## config.mk

```make
export PLATFORM = sky130hd
export DESIGN_NAME = pair_detect
export DESIGN_NICKNAME = d
export VERILOG_FILES = /design/src/rtl/pair_detect_pkg.sv /design/src/rtl/pair_rst_sync.sv /design/src/rtl/pair_family_class.sv /design/src/rtl/pair_last_family.sv /design/src/rtl/pair_rule_eval.sv /design/src/rtl/pair_detect.sv
export SDC_FILE = /design/constraint.sdc
export NUM_CORES = 1
export LEC_CHECK = 0
export BUFFER_PORTS_ARGS = -buffer_cell sky130_fd_sc_hd__buf_4
export CORE_AREA = 2 2 39 41
export CTS_BUF_LIST = sky130_fd_sc_hd__clkbuf_2
export CTS_CLUSTER_DIAMETER = 80
export DETAILED_ROUTE_END_ITERATION = 6
export DIE_AREA = 0 0 41 43
export PLACE_DENSITY_LB_ADDON = 0.25
export SLEW_MARGIN = 20
export SYNTH_ARGS = -nofsm -noshare
export SYNTH_HDL_FRONTEND = slang
export SYNTH_SLANG_ARGS = --single-unit
```

## constraint.sdc

```tcl
create_clock -name clk -period 0.8 [get_ports clk]
set_input_delay 0.08 -clock clk [delete_from_list [all_inputs] [get_ports clk]]
set_output_delay 0.08 -clock clk [all_outputs]
set_load 0.005 [all_outputs]
```

## src/rtl/pair_detect_pkg.sv

```systemverilog
package pair_detect_pkg;

  localparam int FAM_W = 7;
  typedef logic [FAM_W-1:0] fam_t;

  // Operation-class codes
  localparam fam_t C_IDLE       = 7'd0;
  localparam fam_t C_SHIFT_LO   = 7'd8;   // 8..15 shift/rotate group
  localparam fam_t C_SHIFT_HI   = 7'd15;
  localparam fam_t C_MOVE       = 7'd16;
  localparam fam_t C_MOVE_ADDR  = 7'd17;
  localparam fam_t C_LOAD_EA    = 7'd18;
  localparam fam_t C_JUMP       = 7'd19;
  localparam fam_t C_CALL       = 7'd20;
  localparam fam_t C_LOOP_DEC   = 7'd21;
  localparam fam_t C_BRANCH     = 7'd22;
  localparam fam_t C_ALU_LO     = 7'd24;  // 24..35 ALU follower group
  localparam fam_t C_ADD        = 7'd24;
  localparam fam_t C_SUB        = 7'd25;
  localparam fam_t C_ALU_HI     = 7'd35;
  localparam fam_t C_EXCHANGE   = 7'd40;
  localparam fam_t C_COMPARE    = 7'd41;
  localparam fam_t C_COMPARE_A  = 7'd42;
  localparam fam_t C_BIT_TEST   = 7'd43;
  localparam fam_t C_MUL_U      = 7'd48;
  localparam fam_t C_MUL_S      = 7'd49;
  localparam fam_t C_DIV_U      = 7'd50;
  localparam fam_t C_DIV_S      = 7'd51;

  // Class flags used by the rule evaluator
  typedef struct packed {
    logic shift;
    logic exchange;
    logic cmp_like;
    logic mul;
    logic div;
    logic add_sub;
    logic alu_tgt;
    logic move;
    logic move_addr;
    logic load_ea;
    logic jump;
    logic call;
    logic loop_dec;
    logic branch;
  } fam_class_t;

endpackage

```

## src/rtl/pair_rst_sync.sv

```systemverilog
module pair_rst_sync #(
  parameter int STAGES = 2
) (
  input  logic clk,
  input  logic rst_n,
  output logic rst_ns
);
  logic [STAGES-1:0] sync_q;
  logic [STAGES-1:0] sync_d;

  always_comb begin
    sync_d = {sync_q[STAGES-2:0], 1'b1};
  end

  always_ff @(posedge clk or negedge rst_n) begin
    if (!rst_n) sync_q <= '0;
    else        sync_q <= sync_d;
  end

  assign rst_ns = sync_q[STAGES-1];
endmodule

```

## src/rtl/pair_family_class.sv

```systemverilog
module pair_family_class
  import pair_detect_pkg::*;
#(
  parameter int NUM_CODES = 64
) (
  input  fam_t       code_i,
  output fam_class_t class_o
);
  logic in_range;

  always_comb begin
    in_range = (int'(code_i) < NUM_CODES);
    class_o  = '0;
    if (in_range) begin
      class_o.shift     = (code_i >= C_SHIFT_LO) && (code_i <= C_SHIFT_HI);
      class_o.alu_tgt   = (code_i >= C_ALU_LO) && (code_i <= C_ALU_HI);
      class_o.add_sub   = (code_i == C_ADD) || (code_i == C_SUB);
      class_o.exchange  = (code_i == C_EXCHANGE);
      class_o.cmp_like  = (code_i == C_COMPARE) || (code_i == C_COMPARE_A) ||
                          (code_i == C_BIT_TEST);
      class_o.mul       = (code_i == C_MUL_U) || (code_i == C_MUL_S);
      class_o.div       = (code_i == C_DIV_U) || (code_i == C_DIV_S);
      class_o.move      = (code_i == C_MOVE);
      class_o.move_addr = (code_i == C_MOVE_ADDR);
      class_o.load_ea   = (code_i == C_LOAD_EA);
      class_o.jump      = (code_i == C_JUMP);
      class_o.call      = (code_i == C_CALL);
      class_o.loop_dec  = (code_i == C_LOOP_DEC);
      class_o.branch    = (code_i == C_BRANCH);
    end
  end
endmodule

```

## src/rtl/pair_last_family.sv

```systemverilog
module pair_last_family
  import pair_detect_pkg::*;
(
  input  logic clk,
  input  logic rst_ns,
  input  logic load_i,
  input  fam_t code_i,
  output fam_t last_o
);
  fam_t last_q;
  fam_t last_d;

  always_comb begin
    last_d = last_q;
    if (load_i) last_d = code_i;
  end

  always_ff @(posedge clk or negedge rst_ns) begin
    if (!rst_ns) last_q <= C_IDLE;
    else         last_q <= last_d;
  end

  assign last_o = last_q;

  // stored class follows each retire and holds otherwise
  assert_last_follows_retire_R3: assert property (@(posedge clk) disable iff (!rst_ns)
    load_i |=> (last_o == $past(code_i)));
  assert_last_holds_idle_R3: assert property (@(posedge clk) disable iff (!rst_ns)
    !load_i |=> $stable(last_o));
endmodule

```

## src/rtl/pair_rule_eval.sv

```systemverilog
module pair_rule_eval
  import pair_detect_pkg::*;
(
  input  fam_class_t prev_i,
  input  fam_class_t cur_i,
  input  logic       idx_disp_i,
  output logic       allow_o
);
  logic shift_rule, exch_rule, cmp_rule, mul_rule, addsub_rule;

  always_comb begin
    shift_rule  = prev_i.shift &
                  (cur_i.loop_dec | cur_i.move | cur_i.move_addr |
                   cur_i.load_ea | cur_i.jump | cur_i.alu_tgt);
    exch_rule   = prev_i.exchange & (cur_i.loop_dec | cur_i.move | cur_i.move_addr);
    cmp_rule    = prev_i.cmp_like & cur_i.branch;
    mul_rule    = prev_i.mul & (cur_i.move | cur_i.move_addr | cur_i.div | cur_i.call);
    addsub_rule = prev_i.add_sub & cur_i.move & idx_disp_i;
    allow_o     = shift_rule | exch_rule | cmp_rule | mul_rule | addsub_rule;
  end
endmodule

```

## src/rtl/pair_detect.sv

```systemverilog
module pair_detect
  import pair_detect_pkg::*;
#(
  parameter int NUM_CODES   = 64,
  parameter int SYNC_STAGES = 2
) (
  input  logic       clk,
  input  logic       rst_n,
  input  logic       retire_i,
  input  logic [6:0] family_i,
  input  logic       idx_disp_i,
  output logic       pair_o
);
  localparam int NUM_PORTS = 2;  // 0: earlier class, 1: current class

  logic       rst_ns;
  fam_t       last_fam;
  fam_t       codes   [NUM_PORTS];
  fam_class_t classes [NUM_PORTS];
  logic       allow;
  logic       pair_q, pair_d;

  pair_rst_sync #(.STAGES(SYNC_STAGES)) u_rst (
    .clk(clk), .rst_n(rst_n), .rst_ns(rst_ns));

  pair_last_family u_last (
    .clk(clk), .rst_ns(rst_ns), .load_i(retire_i),
    .code_i(family_i), .last_o(last_fam));

  assign codes[0] = last_fam;
  assign codes[1] = family_i;

  for (genvar g = 0; g < NUM_PORTS; g++) begin : g_cls
    pair_family_class #(.NUM_CODES(NUM_CODES)) u_cls (
      .code_i(codes[g]), .class_o(classes[g]));
  end

  pair_rule_eval u_rules (
    .prev_i(classes[0]), .cur_i(classes[1]),
    .idx_disp_i(idx_disp_i), .allow_o(allow));

  always_comb begin
    pair_d = 1'b0;
    if (retire_i) pair_d = allow;
  end

  always_ff @(posedge clk or negedge rst_ns) begin
    if (!rst_ns) pair_q <= 1'b0;
    else         pair_q <= pair_d;
  end

  assign pair_o = pair_q;

  // flag only follows a retire
  assert_flag_needs_retire_R2: assert property (@(posedge clk) disable iff (!rst_ns)
    !retire_i |=> !pair_o);
  // out-of-range current code never pairs
  assert_oor_current_R10: assert property (@(posedge clk) disable iff (!rst_ns)
    (retire_i && int'(family_i) >= NUM_CODES) |=> !pair_o);
  // out-of-range earlier code never pairs
  assert_oor_earlier_R10: assert property (@(posedge clk) disable iff (!rst_ns)
    (retire_i && int'(last_fam) >= NUM_CODES) |=> !pair_o);
  // divide then multiply never pairs
  assert_div_mul_blocked_R7: assert property (@(posedge clk) disable iff (!rst_ns)
    (retire_i && (last_fam == C_DIV_U || last_fam == C_DIV_S) &&
     (family_i == C_MUL_U || family_i == C_MUL_S)) |=> !pair_o);
  // move then loop-decrement never pairs
  assert_move_loop_blocked_R9: assert property (@(posedge clk) disable iff (!rst_ns)
    (retire_i && last_fam == C_MOVE && family_i == C_LOOP_DEC) |=> !pair_o);
endmodule

```

==> impl_metrics.py, run 1 <==
metrics = {
    "detailed_routing": {
        "drc": 0,
        "viasPerCell": 5.069,
        "drt-pass1-iter-count": 4,
        "ant_nets": 0,
        "wl_um": 1134,
        "drt-initial-drc-count": 14,
        "num_vias": 441,
        "wire_per_inst_um": 13.03,
    },
    "timing": {
        "finalWorstSetupSlack_ns": -0.5044,
        "timing.final.crit_share": 1.630,
        "hold_violations": 0,
        "skew_ns": 0.01510,
        "min_period_ns": 1.304,
        "setup_violations": 5,
        "fmax_mhz": 766.7,
        "slew_viol_final": 0,
        "tns_ns": -0.8642,
        "hold_ws_ns": 0.09064,
        "rsz0062_at_grt": "true",
    },
    "floorplan": {
        "row_count": 14,
        "fp.dieW_um": 41,
        "io_pins": 12,
        "die_y_um": 43,
        "die-area_sq_um": 1763,
        "core_sq_um": 1384,
        "initial_utilization": 0.3608,
    },
    "setup_path": {
        "end_kind": "flip-flop",
        "crit_arrival_ns": 1.51,
        "worstPathCellList": "or4_1, a21oi_1, o31a_2",
        "critical_path.slowest_cell": "or4_1",
        "start_kind": "flip-flop",
        "crit_fanout": 5,
        "timing.critical_path.slowest_cell_delay_ns": 0.53,
        "cp.required_ns": 1.00,
        "cp-startpoint": "u_last.last_o[4]",
        "crit_type": "reg -> reg",
        "rr_startpoint": "u_last.last_o[4]",
    },
    "yosys": {
        "synth-edff-count": 0,
        "syn_avg_cell_area_sq_um": 11.61,
        "yosys_warnings": 0,
        "async_reset_ff_frac": 1.000,
        "syn_area_sq_um": 499.2,
        "synth-seq-cells": 10,
        "ys.flop_type": "dfrtp_1",
        "synth-seq-area-share": 0.5013,
        "syn-num-nets": 54,
        "post_synth_num_cell_types": 22,
        "synthCells": 43,
    },
    "grt": {
        "grt_pass1_vias": 414,
        "grt_max_degree": 9,
        "grt-ovfl-total": 0,
        "antenna_found_initial": 0,
        "grt_pass1_wl_um": 1814,
        "grtUsageTotal": 0.1593,
    },
    "layout": {
        "finalNonFillerCells": 87,
        "antenna_cells": 0,
        "fillers": 131,
        "fin_util": 0.5461,
        "design_area_sq_um": 755.7,
        "nets": 83,
        "syn_to_final_growth_pct": 51.38,
        "drive_gt1_frac": 0.5352,
    },
    "pwr": {
        "p_leak_nw": 0.3251,
        "p_per_area_nw_per_um2": 1459,
        "power.total_mw": 1.103,
        "irDropWorstVdd_v": 0.0007020,
    },
    "cts": {
        "clock_sinks": 10,
        "cts_tree": "built",
        "worstSkewPairLatency_ns": 0.25,
        "clk_pin_slew_ns": 0.11,
        "cts_root_buf": "clkbuf_2",
        "cts_buffer_depth": 2,
        "htreeDepth": 1,
        "cts_buffers": 3,
    },
    "job": {
        "max_cap_violations": 0,
    },
    "placement": {
        "dp_cells": 81,
        "dp_hpwl_um": 860.3,
        "gp_congestion": 0.7248,
        "numPortBuffers": 11,
        "postPlaceCellArea_sq_um": 693.2,
        "dp_slack_ns": -0.5155,
    },
    "worst_hold_path": {
        "hp-start": "family_i[2]",
        "hold_class": "in -> reg",
    },
    "run_status": {
        "outcome": "complete, but fails checks",
        "violations": "negative setup slack",
    },
}
-- worst max-delay path: cells and delay by family, from the launching register on --
| family | cells | cell delay [ns] |
|---|---|---|
| and+or+nand+nor | 1 | 0.53 |
| DFF | 1 | 0.43 |
| AOI/OAI and AO/OA | 2 | 0.31 |
-- metal layers --
metal / share of wire / GRT usage / wire, um / vias to the layer above
li1: - / - / - / 222
met1: 0.47 / 0.2279 / 532 / 206
met2: 0.46 / 0.2031 / 525 / 11
met3: 0.057 / 0.04712 / 65 / 2
met4: 0.0097 / 0.1000 / 11 / 0
met5: 0 / 0 / 0 / -
-- where the power goes --
part / internal (mW) / total, mW / switching [mW]
Clock: 0.109 / 0.281 / 0.173
Sequential: 0.546 / 0.587 / 0.0410
Combinational: 0.154 / 0.234 / 0.0804
Total: 0.809 / 1.10 / 0.294
-- cell usage after synthesis, types with 2 or more instances --
master | number | share of area
nor2b_1 | 2 | 0.025
dfrtp_1 | 10 | 0.50
a211oi_1 | 2 | 0.030
nor2_1 | 2 | 0.015
nor3b_1 | 2 | 0.030
o21ai_0 | 2 | 0.020
nor3_1 | 2 | 0.020
mux2_2 | 7 | 0.16
-- layout by cell type, fill, tap and decap left out --
cell type      count
o221ai_1           1
nor3_1             1
nand3b_1           1
dfrtp_1           10
inv_1              1
nor3_2             1
or4b_1             1
nor2_1             2
nor3b_1            2
clkinv_1           1
a21oi_1            1
a211oi_1           1
or4_1              1
mux2_2             7
nor2b_1            2
conb_1             1
clkbuf_2           3
a211oi_2           1
buf_6              4
nand4b_1           1
o21ai_0            2
a31oi_1            1
nor4bb_1           1
buf_4             20
dlygate4sd3_1      1
nor4b_2            1
o31a_2             1
nand4_1            1
-- timing repair --
action	CTS	global route
setup endpoints to repair	5	6
pin swaps	2	0
setup buffers	1	0
endpoints found under the hold margin	2	0
hold buffers	1	0
gates resized for setup	3	3
-- sequential cells by signal, summed over array words and instances (netlist names) --
register and count:
u_rst.sync_q 2, pair_o 1, u_last.last_o 7
-- cell families after synthesis --
kind of cell | synth area share
AOI/OAI and AO/OA | 0.1103
DFF | 0.5013
other | 0.007512
and+or+nand+nor | 0.2080
muxes | 0.1579
buffers and inverters | 0.01502
-- final timing paths --
check                      slack (ns)  cells past startpoint               end
hold / removal                   0.09                      2  u_last.last_o[2]
min in group asynchronous        0.12                      2   u_rst.sync_q[0]
setup reg to reg                -0.50                      3            pair_o
setup / recovery                -0.50                      3            pair_o
hold reg to reg                  0.13                      0  u_last.last_o[3]
max in group asynchronous        0.41                      0  u_last.last_o[0]
-- area by class of cell --
cell class,instances,area (sq um),share of cell area
inverters,1,3.754,0.004967
flip-flops and latches,10,250.2,0.3311
multi-input cells,31,257.7,0.3411
clock buffers,3,15.01,0.01987
clock inverters,1,3.754,0.004967
repair buffers,25,205.2,0.2715
well taps,16,20.02,0.02649
Note: power is estimated with default switching activity, not from simulation.
==> run 2, diff against run 1 <==
RECOVER_POWER = 100   (was default)
==> run 2 against run 1 <==
The flow still finishes with violations (negative setup slack). Worst hold slack about the same. Clock-buffer cell count stayed put. Critical path type unchanged. Critical path depth unchanged. Register-to-register slack about the same. Cell count unchanged.
==> impl_metrics.py, run 2 (same netlist as run 1, synthesis figures left out) <==
metrics = {
    "run_status": {
        "outcome": "complete, but fails checks",
        "violations": "negative setup slack",
    },
    "cts": {
        "cts_root_buf": "clkbuf_2",
        "clock_sinks": 10,
        "htreeDepth": 1,
        "worstSkewPairLatency_ns": 0.25,
        "clk_pin_slew_ns": 0.11,
        "cts_buffers": 3,
        "cts_buffer_depth": 2,
        "cts_tree": "built",
    },
    "timing": {
        "setup_violations": 5,
        "slew_viol_final": 0,
        "fmax_mhz": 766.6,
        "skew_ns": 0.01499,
        "min_period_ns": 1.305,
        "finalWorstSetupSlack_ns": -0.5045,
        "tns_ns": -0.8641,
        "timing.final.crit_share": 1.631,
        "hold_ws_ns": 0.09078,
        "hold_violations": 0,
        "rsz0062_at_grt": "true",
    },
    "grt": {
        "grt-ovfl-total": 0,
        "grt_pass1_wl_um": 1814,
        "grt.met3_usage": 0.04712,
        "met2_usage": 0.2031,
        "grt_pass1_vias": 414,
        "antenna_found_initial": 0,
        "grt_max_degree": 9,
        "met1_usage": 0.2279,
        "grtUsageTotal": 0.1593,
        "top_usage_layer": "met1",
    },
    "pwr": {
        "p_per_area_nw_per_um2": 1463,
        "irDropWorstVdd_v": 0.0007005,
        "p_leak_nw": 0.3215,
    },
    "placement": {
        "gp_congestion": 0.7248,
        "numPortBuffers": 11,
        "dp_slack_ns": -0.5155,
        "dp_hpwl_um": 860.3,
    },
    "detailed_routing": {
        "drt-pass1-iter-count": 4,
        "ant_nets": 0,
        "wire_per_inst_um": 13.02,
        "num_vias": 441,
        "viasPerCell": 5.069,
        "drc": 0,
        "drt-initial-drc-count": 14,
        "wl_um": 1133,
    },
    "worst_hold_path": {
        "hold_class": "in -> reg",
        "hold_depth": 2,
    },
    "floorplan": {
        "row_count": 14,
        "io_pins": 12,
        "die_y_um": 43,
        "die-area_sq_um": 1763,
        "core_sq_um": 1384,
        "fp.dieW_um": 41,
        "initial_utilization": 0.3608,
    },
    "layout": {
        "regArea_sq_um": 250.2,
        "final_common_cell": "buf_4",
        "final_cell_mix": "19 x buf_4, 10 x dfrtp_1, 7 x mux2_2",
        "multiInputGateArea_sq_um": 257.7,
        "antenna_cells": 0,
        "fillers": 133,
        "syn_to_final_growth_pct": 50.63,
        "drive_gt1_frac": 0.5211,
        "fin_util": 0.5434,
        "largest_reg_flops": 7,
        "nets": 83,
    },
    "setup_path": {
        "reg2reg_slack_ns": -0.50,
        "crit_fanout": 5,
        "worstRegToRegCells": 3,
        "start_kind": "flip-flop",
        "cp.required_ns": 1.00,
        "end_kind": "flip-flop",
        "crit_type": "reg -> reg",
        "crit_arrival_ns": 1.51,
    },
    "job": {
        "max_cap_violations": 0,
    },
}
run 2: cell types whose count changed in the layout (fill, tap and decap cells not counted):
| cell | change |
|---|---|
| clkbuf_1 | +1 |
| buf_4 | -1 |
run 2: cell type report:
| cell class | instances | area share |
|---|---|---|
| multi-input combinational | 31 | 0.3428 |
| sequential | 10 | 0.3328 |
| timing repair buffer | 25 | 0.2679 |
| tap | 16 | 0.02662 |
| clock buffer | 3 | 0.01997 |
| clock inverter | 1 | 0.004992 |
| inverter | 1 | 0.004992 |
run 2: through the flow:
| stage | power, mW | cell area [sq um] | instances |
|---|---|---|---|
| CTS | 1.108 | 743.2 | 87 |
| global route | 1.163 | 752.0 | 87 |
| floorplan | 0.6691 | 505.5 | 43 |
| global placement | 0.8036 | 693.2 | 81 |
| finish | 1.100 | 752.0 | 87 |
| detailed placement | 0.8052 | 693.2 | 81 |
run 2: worst paths after layout:
check,from,to
worst max-delay path,u_last.last_o[4],pair_o
worst min-delay path,family_i[2],u_last.last_o[2]
worst max register to register,u_last.last_o[4],pair_o
worst min register to register,u_rst.sync_q[1],u_last.last_o[3]
max in group asynchronous,u_rst.sync_q[1],u_last.last_o[0]
min in group asynchronous,rst_n,u_rst.sync_q[0]
run 2: worst max-delay path, cell delays in order (launching register included):
cell     delay (ns)
dfrtp_1        0.43
or4_1          0.53
a21oi_1        0.16
o31a_2         0.15
run 2: repair_timing:
| action | 4_1_cts | 5_1_grt |
|---|---|---|
| gates resized for setup | 3 | 3 |
| hold endpoints to repair | 2 | 0 |
| pin swaps | 2 | 0 |
| hold buffers | 1 | 0 |
| buffers inserted | 1 | 0 |
| setup endpoints to repair | 5 | 6 |
run 2: routing by layer:
metal  routed length, um  vias up  share of wire
li1                    -      222              -
met1                 531      206           0.47
met2                 525       11           0.46
met3                  65        2          0.057
met4                  11        0         0.0097
met5                   0        -              0
run 2: power breakdown:
part | internal (mW) | leakage (nW) | switching [mW] | total (mW)
clock network | 0.109 | 0.0140 | 0.172 | 0.281
registers | 0.546 | 0.119 | 0.0410 | 0.587
logic | 0.152 | 0.188 | 0.0803 | 0.232
total | 0.807 | 0.321 | 0.294 | 1.10
==> run 3, diff against run 2 <==
clock period = 1.2 ns   (was 0.8 ns; I/O delays follow)
==> run 3 against run 2 <==
Combinational power is 39% lower. Critical path depth is 1 higher. Largest cell class unchanged. Utilization is 2.0 points lower. The run still ends with negative setup slack left. Clock power is 35% lower. Routed wire length is 6.9% lower. Die area stayed put. Fmax is 2.2% lower. Clock-buffer cell count stayed put.
==> impl_metrics.py, run 3 (same netlist as run 1, synthesis figures left out) <==
metrics = {
    "cts": {
        "cts_root_buf": "clkbuf_2",
        "clock_sinks": 10,
        "clk_pin_slew_ns": 0.10,
        "htreeDepth": 1,
        "worstSkewPairLatency_ns": 0.24,
        "cts_buffers": 3,
        "cts_buffer_depth": 2,
        "cts_tree": "built",
    },
    "grt": {
        "grtUsageTotal": 0.1445,
        "antenna_found_initial": 0,
        "grt_max_degree": 9,
        "grt-ovfl-total": 0,
        "grt_pass1_wl_um": 1628,
        "grt_pass1_vias": 376,
    },
    "pwr": {
        "p_seq_frac": 0.551,
        "p_comb_frac": 0.196,
        "netSwitchingPower_mw": 0.1938,
        "power.total_mw": 0.7191,
        "irDropWorstVdd_v": 0.0007311,
        "p_per_area_nw_per_um2": 992.7,
        "clockPowerShare": 0.252,
        "p_sw_frac": 0.2695,
        "intPower_mw": 0.5254,
        "p_leak_nw": 0.2958,
    },
    "setup_path": {
        "crit_type": "reg -> reg",
        "crit_fanout": 6,
        "crit_arrival_ns": 1.53,
        "end_kind": "flip-flop",
        "start_kind": "flip-flop",
        "critical_path.slowest_cell": "dfrtp_2",
        "worstPathCellList": "nand4b_1, or4_4, a21oi_2, o31a_2",
        "timing.critical_path.slowest_cell_delay_ns": 0.44,
        "cp.required_ns": 1.39,
    },
    "layout": {
        "drive_gt1_frac": 0.5938,
        "largest_reg_flops": 7,
        "fillers": 116,
        "final_cell_mix": "16 x buf_4, 8 x dfrtp_1, 7 x mux2_2",
        "design_area_sq_um": 724.4,
        "finalNonFillerCells": 80,
        "syn_to_final_growth_pct": 45.11,
        "fin_util": 0.5235,
        "final_common_cell": "buf_4",
        "antenna_cells": 0,
        "nets": 76,
    },
    "detailed_routing": {
        "drt-pass1-iter-count": 3,
        "wl_um": 1055,
        "viasPerCell": 5.263,
        "drt-initial-drc-count": 6,
        "num_vias": 421,
        "drc": 0,
        "ant_nets": 0,
        "wire_per_inst_um": 13.19,
    },
    "timing": {
        "hold_violations": 0,
        "rsz0062_at_grt": "true",
        "fmax_mhz": 749.7,
        "finalWorstSetupSlack_ns": -0.1339,
        "timing.final.crit_share": 1.112,
        "tns_ns": -0.1339,
        "slew_viol_final": 0,
        "min_period_ns": 1.334,
        "setup_violations": 1,
        "skew_ns": 0.003706,
    },
    "floorplan": {
        "fp.dieW_um": 41,
        "die-area_sq_um": 1763,
        "die_y_um": 43,
        "row_count": 14,
        "initial_utilization": 0.3608,
        "core_sq_um": 1384,
        "io_pins": 12,
    },
    "job": {
        "max_cap_violations": 0,
    },
    "placement": {
        "dp_cells": 74,
        "gp_congestion": 0.8304,
        "numPortBuffers": 11,
        "dp_hpwl_um": 785.6,
        "postPlaceCellArea_sq_um": 640.6,
    },
    "run_status": {
        "violations": "negative setup slack",
        "outcome": "complete, but fails checks",
    },
    "worst_hold_path": {
        "hold_class": "reg -> async",
    },
}
-- run 3: cell count changes in the layout (fill, tap and decap cells not counted), moves of 2 or more --
cell	before	now
dfrtp_2	0	2
dfrtp_1	10	8
buf_6	4	0
buf_4	19	16
-- run 3: repair_timing --
item | CTS | global route
hold endpoints to repair | 2 | 0
setup endpoints to repair | 1 | 1
buffers inserted | 0 | 1
hold buffers | 1 | 0
pin swaps | 0 | 2
gates resized for setup | 0 | 11
gates cloned | 0 | 0
-- run 3: critical path, delay by kind of cell, from the launching register on --
| kind | cells | cell delay [ns] |
|---|---|---|
| and+or+nand+nor | 2 | 0.56 |
| AOI/OAI and AO/OA | 2 | 0.28 |
| DFF | 1 | 0.44 |
-- run 3: per-layer routing --
metal	routed length [um]	GRT usage	vias up	share of wire
li1	-	-	206	-
met1	467	0.1846	207	0.44
met2	539	0.1969	6	0.51
met3	43	0.04712	2	0.041
met4	4	0.1000	0	0.0038
met5	0	0	-	0
-- run 3: final cells by class --
class	instances	area, sq um	area share
sequential	10	252.7	0.3489
inverter	1	3.754	0.005181
multi-input combinational	31	295.3	0.4076
clock inverter	1	3.754	0.005181
tap	16	20.02	0.02763
clock buffer	3	15.01	0.02073
timing repair buffer	18	133.9	0.1848
-- run 3: power by group through the flow --
stage	clock, mW	combinational (mW)	sequential [mW]
2_1_floorplan	0	0.0533	0.392
3_3_place_gp	0	0.120	0.396
3_5_place_dp	0	0.120	0.396
4_1_cts	0.192	0.123	0.389
5_1_grt	0.216	0.152	0.402
6_report	0.182	0.141	0.397
-- run 3: final timing paths --
check | startpoint | end | slack (ns) | cells after the start
worst max-delay path | u_last.last_o[5] | pair_o | -0.13 | 4
worst min register to register | u_rst.sync_q[1] | pair_o | 0.14 | 0
worst max register to register | u_last.last_o[5] | pair_o | -0.13 | 4
worst min-delay path | u_rst.sync_q[1] | pair_o | 0.14 | 0
min in group clk | family_i[4] | u_last.last_o[4] | 0.14 | 2
max in group asynchronous | u_rst.sync_q[1] | u_last.last_o[5] | 0.79 | 0
-- run 3: per-stage QoR --
step / setup WS [ns] / hold slack (ns)
after global routing: -0.1570 / 0.09269
after global placement: -0.09683 / -0.09692
final: -0.1339 / 0.1368
after floorplan: -0.04574 / -0.1756
after CTS: -0.1036 / 0.1210
after detailed placement: -0.09390 / -0.09658
